**src/rtl/vsel_pkg.sv**
```systemverilog
package vsel_pkg;
  localparam int unsigned DEF_WAYS      = 8;
  localparam int unsigned DEF_CAND      = 4;
  localparam int unsigned DEF_CNT_W     = 7;
  localparam int unsigned DEF_MAX_LINES = 64;
endpackage

```
**src/rtl/vsel_age_track.sv**
```systemverilog
module vsel_age_track #(
  parameter int unsigned WAYS  = vsel_pkg::DEF_WAYS,
  localparam int unsigned AGE_W = $clog2(WAYS)
) (
  input  logic                           clk_i,
  input  logic                           rst_ni,
  input  logic                           upd_i,
  input  logic [AGE_W-1:0]               upd_way_i,
  output logic [WAYS-1:0][AGE_W-1:0]     age_o
);
  logic [WAYS-1:0][AGE_W-1:0] age_q;
  logic [AGE_W-1:0]           ref_age;

  assign ref_age = age_q[upd_way_i];
  assign age_o   = age_q;

  for (genvar i = 0; i < WAYS; i++) begin : g_age
    always_ff @(posedge clk_i or negedge rst_ni) begin
      if (!rst_ni) begin
        age_q[i] <= AGE_W'(i);
      end else if (upd_i) begin
        if (upd_way_i == AGE_W'(i))  age_q[i] <= '0;
        else if (age_q[i] < ref_age) age_q[i] <= age_q[i] + 1'b1;
      end
    end
  end

  // each age value held by exactly one way
  logic [WAYS-1:0][WAYS-1:0] hit_m;
  always_comb begin
    for (int v = 0; v < WAYS; v++)
      for (int i = 0; i < WAYS; i++)
        hit_m[v][i] = (age_q[i] == AGE_W'(v));
  end

  for (genvar v = 0; v < WAYS; v++) begin : g_perm
    assert_age_perm_R5: assert property (@(posedge clk_i) disable iff (!rst_ni)
      $countones(hit_m[v]) == 1);
  end

  assert_touch_mru_R5: assert property (@(posedge clk_i) disable iff (!rst_ni)
    upd_i |=> age_q[$past(upd_way_i)] == '0);
endmodule

```
**src/rtl/vsel_line_cnt.sv**
```systemverilog
module vsel_line_cnt #(
  parameter int unsigned CNT_W     = vsel_pkg::DEF_CNT_W,
  parameter int unsigned MAX_LINES = vsel_pkg::DEF_MAX_LINES
) (
  input  logic             clk_i,
  input  logic             rst_ni,
  input  logic             clr_i,
  input  logic             inc_i,
  input  logic             dec_i,
  output logic [CNT_W-1:0] cnt_o
);
  localparam logic [CNT_W-1:0] CMAX = CNT_W'(MAX_LINES);
  logic [CNT_W-1:0] cnt_q;

  always_ff @(posedge clk_i or negedge rst_ni) begin
    if (!rst_ni)                             cnt_q <= '0;
    else if (clr_i)                          cnt_q <= '0;
    else if (inc_i && !dec_i && cnt_q != CMAX) cnt_q <= cnt_q + 1'b1;
    else if (dec_i && !inc_i && cnt_q != '0)   cnt_q <= cnt_q - 1'b1;
  end
  assign cnt_o = cnt_q;

  assert_cnt_range_R6: assert property (@(posedge clk_i) disable iff (!rst_ni)
    cnt_q <= CMAX);
  assert_cnt_clear_R4: assert property (@(posedge clk_i) disable iff (!rst_ni)
    clr_i |=> cnt_q == '0);
  assert_cnt_step_R6: assert property (@(posedge clk_i) disable iff (!rst_ni)
    (!clr_i && inc_i && !dec_i && cnt_q < CMAX) |=> cnt_q == $past(cnt_q) + 1'b1);
endmodule

```
**src/rtl/vsel_pick.sv**
```systemverilog
module vsel_pick #(
  parameter int unsigned WAYS  = vsel_pkg::DEF_WAYS,
  parameter int unsigned CAND  = vsel_pkg::DEF_CAND,
  parameter int unsigned CNT_W = vsel_pkg::DEF_CNT_W,
  localparam int unsigned AGE_W = $clog2(WAYS)
) (
  input  logic [WAYS-1:0]             valid_i,
  input  logic [WAYS-1:0][AGE_W-1:0]  age_i,
  input  logic [WAYS-1:0][CNT_W-1:0]  cnt_i,
  output logic [AGE_W-1:0]            way_o
);
  localparam logic [AGE_W-1:0] OLD_MIN = AGE_W'(WAYS - CAND);

  logic [AGE_W-1:0] inv_way, lad_way, best_age;
  logic [CNT_W-1:0] best_cnt;
  logic             found;

  // lowest invalid index
  always_comb begin
    inv_way = '0;
    for (int i = WAYS - 1; i >= 0; i--)
      if (!valid_i[i]) inv_way = AGE_W'(i);
  end

  // least allocated inside the old window, older wins ties
  always_comb begin
    found    = 1'b0;
    lad_way  = '0;
    best_cnt = '0;
    best_age = '0;
    for (int i = 0; i < WAYS; i++) begin
      if (age_i[i] >= OLD_MIN) begin
        if (!found || cnt_i[i] < best_cnt ||
            (cnt_i[i] == best_cnt && age_i[i] > best_age)) begin
          found    = 1'b1;
          lad_way  = AGE_W'(i);
          best_cnt = cnt_i[i];
          best_age = age_i[i];
        end
      end
    end
  end

  assign way_o = (&valid_i) ? lad_way : inv_way;
endmodule

```
**src/rtl/lru_lad_victim_sel.sv**
```systemverilog
module lru_lad_victim_sel #(
  parameter int unsigned WAYS      = vsel_pkg::DEF_WAYS,
  parameter int unsigned CAND      = vsel_pkg::DEF_CAND,
  parameter int unsigned CNT_W     = vsel_pkg::DEF_CNT_W,
  parameter int unsigned MAX_LINES = vsel_pkg::DEF_MAX_LINES,
  localparam int unsigned AGE_W    = $clog2(WAYS)
) (
  input  logic             clk_i,
  input  logic             rst_ni,
  input  logic             touch_i,
  input  logic [AGE_W-1:0] touch_way_i,
  input  logic             fill_i,
  input  logic [AGE_W-1:0] fill_way_i,
  input  logic [WAYS-1:0]  line_ins_i,
  input  logic [WAYS-1:0]  line_evt_i,
  input  logic             req_i,
  output logic [AGE_W-1:0] victim_o,
  output logic             victim_vld_o
);
  logic [WAYS-1:0]            valid_q;
  logic [WAYS-1:0][AGE_W-1:0] age;
  logic [WAYS-1:0][CNT_W-1:0] cnt;
  logic [AGE_W-1:0]           pick_way, upd_way;
  logic                       upd;

  // fill outranks touch for recency
  assign upd     = fill_i | touch_i;
  assign upd_way = fill_i ? fill_way_i : touch_way_i;

  vsel_age_track #(.WAYS(WAYS)) u_age (
    .clk_i, .rst_ni, .upd_i(upd), .upd_way_i(upd_way), .age_o(age)
  );

  for (genvar w = 0; w < WAYS; w++) begin : g_cnt
    vsel_line_cnt #(.CNT_W(CNT_W), .MAX_LINES(MAX_LINES)) u_cnt (
      .clk_i, .rst_ni,
      .clr_i(fill_i && fill_way_i == AGE_W'(w)),
      .inc_i(line_ins_i[w]),
      .dec_i(line_evt_i[w]),
      .cnt_o(cnt[w])
    );
  end

  always_ff @(posedge clk_i or negedge rst_ni) begin
    if (!rst_ni)     valid_q <= '0;
    else if (fill_i) valid_q[fill_way_i] <= 1'b1;
  end

  vsel_pick #(.WAYS(WAYS), .CAND(CAND), .CNT_W(CNT_W)) u_pick (
    .valid_i(valid_q), .age_i(age), .cnt_i(cnt), .way_o(pick_way)
  );

  always_ff @(posedge clk_i or negedge rst_ni) begin
    if (!rst_ni) begin
      victim_o     <= '0;
      victim_vld_o <= 1'b0;
    end else begin
      victim_vld_o <= req_i;
      if (req_i) victim_o <= pick_way;
    end
  end

  assert_vld_follows_R2: assert property (@(posedge clk_i) disable iff (!rst_ni)
    req_i |=> victim_vld_o);
  assert_hold_idle_R2: assert property (@(posedge clk_i) disable iff (!rst_ni)
    !req_i |=> (!victim_vld_o && $stable(victim_o)));
  assert_invalid_first_R3: assert property (@(posedge clk_i) disable iff (!rst_ni)
    !(&valid_q) |-> !valid_q[pick_way]);
  assert_old_window_R7: assert property (@(posedge clk_i) disable iff (!rst_ni)
    (&valid_q) |-> age[pick_way] >= AGE_W'(WAYS - CAND));
  assert_fill_valid_R4: assert property (@(posedge clk_i) disable iff (!rst_ni)
    fill_i |=> valid_q[$past(fill_way_i)]);
endmodule

```
**config.mk**
```make
export PLATFORM = sky130hd
export DESIGN_NAME = lru_lad_victim_sel
export DESIGN_NICKNAME = d
export VERILOG_FILES = /design/src/rtl/vsel_pkg.sv /design/src/rtl/vsel_age_track.sv /design/src/rtl/vsel_line_cnt.sv /design/src/rtl/vsel_pick.sv /design/src/rtl/lru_lad_victim_sel.sv
export SDC_FILE = /design/constraint.sdc
export NUM_CORES = 1
export LEC_CHECK = 0
export ABC_AREA = 1
export BUFFER_PORTS_ARGS = -buffer_cell sky130_fd_sc_hd__buf_2
export CAP_MARGIN = 5
export CORE_UTILIZATION = 25
export DETAILED_ROUTE_END_ITERATION = 16
export RECOVER_POWER = 50
export SLEW_MARGIN = 0
export SYNTH_ARGS = -nofsm -noshare
export SYNTH_HDL_FRONTEND = slang
export SYNTH_SLANG_ARGS = --single-unit
```
**constraint.sdc**
```tcl
create_clock -name clk_i -period 18.5 [get_ports clk_i]
set_input_delay 1.85 -clock clk_i [delete_from_list [all_inputs] [get_ports clk_i]]
set_output_delay 1.85 -clock clk_i [all_outputs]
set_load 0.02 [all_outputs]
```
==> flow_summary.toml <==
[outcome]
status = "finished, violations left"
violations = "max-capacitance violations, max-slew violations"

[yosys]
netlist_area_mm2 = 0.00942
synth-simple-area-share_pct = 28.9
yosys.cell_types.count = 50
synth.area.top_cells = "dfrtp_1 (21%), ha_1 (19%), nand2_1 (15%)"
synth_adder_area_share_pct = 20.6
synthXorXnorAreaFrac_pct = 3.07
muxShareOfSynthArea_pct = 0
synth_top_area_share_pct = 21.2
synth_compound_area_share_pct = 13.6
ys_ff_latch = 92
ys_seq_area_share_pct = 24.6
synth_top_family_by_area = "simple AND/OR/NAND/NOR gates"
synth_nets = 1507
yosys_warnings = 0
syn_avg_cell_area_um2 = 7.08
synth_top_area_cell = "dfrtp_1"
netlist_instances = 1330

[place]
hpwl_mm = 19.6
dp_cells = 1854
gp_congestion = 0.915
placed_area_mm2 = 0.0101
port_buffers = 30

[pwr]
p_sw_mw = 1.07
combPwrFrac_pct = 69.0
p_per_area_mw_per_mm2 = 195
sw_frac_of_total_pct = 52.7
internal_power_mw = 0.958
ir_drop_mv = 0.0675
power_frac_seq_pct = 21.3
p_leak_nw = 5.54
p_clk_share_pct = 9.7

[die]
die_width_um = 196
placement_rows = 70
core_mm2 = 0.0369
pin_count = 31
die_area_mm2 = 0.0385
chipHeight_um = 196
start_util_pct = 25.6

[cts]
cts.repair.resized = 0
root_buffer = "clkbuf_16"
cts_setup_buffers = 0
htreeDepth = 3
clk_pin_slew_ps = 80
clk_path_buf_depth = 2
clk_latency_ps = 360
cts_tree = "built"
clock-sinks = 92
cts_buffers = 9
cts_hold_buf = 0

[worst_hold_path]
worstHoldPathType = "flip-flop to flip-flop"

[timing]
worst_pin_slew_ps = 3500
slew_headroom_pct = -133
min_period_ps = 11290
max_freq_mhz = 88.5
slew_viol_final = 95
fin_tns_setup_ps = 0
final.period_utilization_pct = 61.0
setup_viol = 0
finalHoldViolations = 0
skew_ps = 12.7
rsz0062_at_grt = "no"

[drt]
first_pass_iters = 7
via_per_inst = 4.62
drt_wl_total_mm = 24.4
dr.first_iter.drc_count = 558
final_antenna_net_count = 0
drc = 0
via_count = 8636
wl_per_cell_um = 13.0

[finish]
syn_to_final_growth_pct = 10.5
nFillCells = 4018
drive_gt1_share_pct = 7.03
nets = 1538
seq_area_mm2 = 0.00232
multi_input_area_mm2 = 0.00622
finalNonFillerCells = 1870
num_antenna_cells = 0
finalInstanceArea_mm2 = 0.0104

[grt]
antenna_found_initial = 0
grt_pass1_wl_mm = 41.3
grt_pass1_vias = 8509
grt_overflow_total = 0
track_usage_pct = 13.1
grt_max_degree = 64

[setup_path]
slowest_stage = "dfrtp_1"
cp_slowest_stage_delay_ps = 720
cp.arrival_ps = 11580
crit_fanout = 16
path_common_cell = "nand2_1"
startpoint_type = "flip-flop"
critPathRequiredTime_ps = 18790
worstSetupPathType = "flip-flop to flip-flop"
cp-end-kind = "flip-flop"

[job]
drv_cap = 2
[area by class of cell]
class,instances,share of cell area [%]
clock buffers,10,2.20
clock inverters,6,0.685
inverters,209,7.60
multi-input cells,1017,59.7
flip-flops and latches,92,22.2
well taps,504,6.05
repair buffers,32,1.48
[metrics by stage]
stage,hold WS [ps],worst slack [ps],util [%],power [mW]
global route,516,5780,28.2,2.30
CTS,479,7240,28.3,2.04
floorplan,452,9920,-,1.50
detailed placement,468,7250,27.5,1.83
finish,473,7210,28.2,2.03
global placement,463,7720,27.5,1.79
[metal layers]
metal | global-route usage (%) | wire [um] | vias to the layer above
li1 | - | - | 4447
met1 | 17.3 | 11800 | 3998
met2 | 22.0 | 11100 | 152
met3 | 2.17 | 989 | 39
met4 | 3.24 | 474 | 0
met5 | 0 | 0 | -
[critical path, delay by kind of cell (launching register included)]
family                   cells  cell delay (ps)
AO/OA/AOI/OAI                7              800
adder cells (fa/ha/maj)      7             1950
buffers and inverters        8             1560
flip-flops                   1              720
AND/OR/NAND/NOR             50             6160
[final timing paths]
path                                                             to  slack, ps                       start  depth (start not counted)
worst max register to register              victim_o[1]$_DFFE_PN0P_       7210  u_age.age_o[2]$_DFFE_PN0P_                         72
worst min-delay path                     u_age.age_o[9]$_DFFE_PN1P_        470  u_age.age_o[9]$_DFFE_PN1P_                          2
max in group asynchronous               u_age.age_o[11]$_DFFE_PN0P_      12490                      rst_ni                          2
worst max-delay path                        victim_o[1]$_DFFE_PN0P_       7210  u_age.age_o[2]$_DFFE_PN0P_                         72
min in group asynchronous       g_cnt[3].u_cnt.cnt_o[1]$_DFFE_PN0P_       1950                      rst_ni                          1
worst min register to register           u_age.age_o[9]$_DFFE_PN1P_        470  u_age.age_o[9]$_DFFE_PN1P_                          2
[cells in the final DEF, fill, tap and decap left out, types with 6 or more instances in the layout]
cell       instances
a21o_1             6
a21oi_1           73
and2_1            12
buf_2             24
clkbuf_1           8
clkbuf_16          9
dfrtp_1           80
dfstp_2           12
fa_1               8
ha_1             142
inv_1            200
nand2_1          375
nand2_2           22
nand3_1           78
nand3b_1          27
nand4_1           12
nor2_1            68
o21ai_0           68
o22ai_1           34
o311ai_0           8
o31ai_1           12
xnor2_1            6
xor2_1            27
[cells by family after synthesis]
| logic type | after synthesis |
|---|---|
| AND/OR/NAND/NOR | 613 |
| AO/OA/AOI/OAI | 221 |
| buffers and inverters | 221 |
| adder cells (fa/ha/maj) | 150 |
| flip-flops | 92 |
| XOR/XNOR | 33 |
[power by group through the flow]
stage	clock, mW	sequential, mW	combinational, mW
2_1_floorplan	0	0.383	1.11
3_3_place_gp	0	0.435	1.36
3_5_place_dp	0	0.435	1.40
4_1_cts	0.201	0.432	1.41
5_1_grt	0.208	0.449	1.64
6_report	0.197	0.432	1.40
[cells in the mapped netlist, drive strengths merged]
master  number
nand2      398
inv        204
ha         142
dfrtp       80
nand3       80
nor2        75
a21oi       74
o21ai       72
o22ai       34
nand3b      28
xor2        27
nand4       13
and2        12
dfstp       12
o31ai       12
buf          9
fa           8
o311ai       8
a21o         6
xnor2        6
clkinv       5
o21a         4
clkbuf       3
nor3         3
o211ai       3
a211oi       2
o32ai        2
a221oi       1
a22oi        1
a31oi        1
nor3b        1
nor4         1
nor4b        1
o21bai       1
or2          1
[registers in the layout (all words and copies together), names as in the netlist]
name	count
g_cnt.u_cnt.cnt_o	56
u_age.age_o	24
victim_vld_o	1
victim_o	3
valid_q	8
Power figures use the tool's default switching activity.
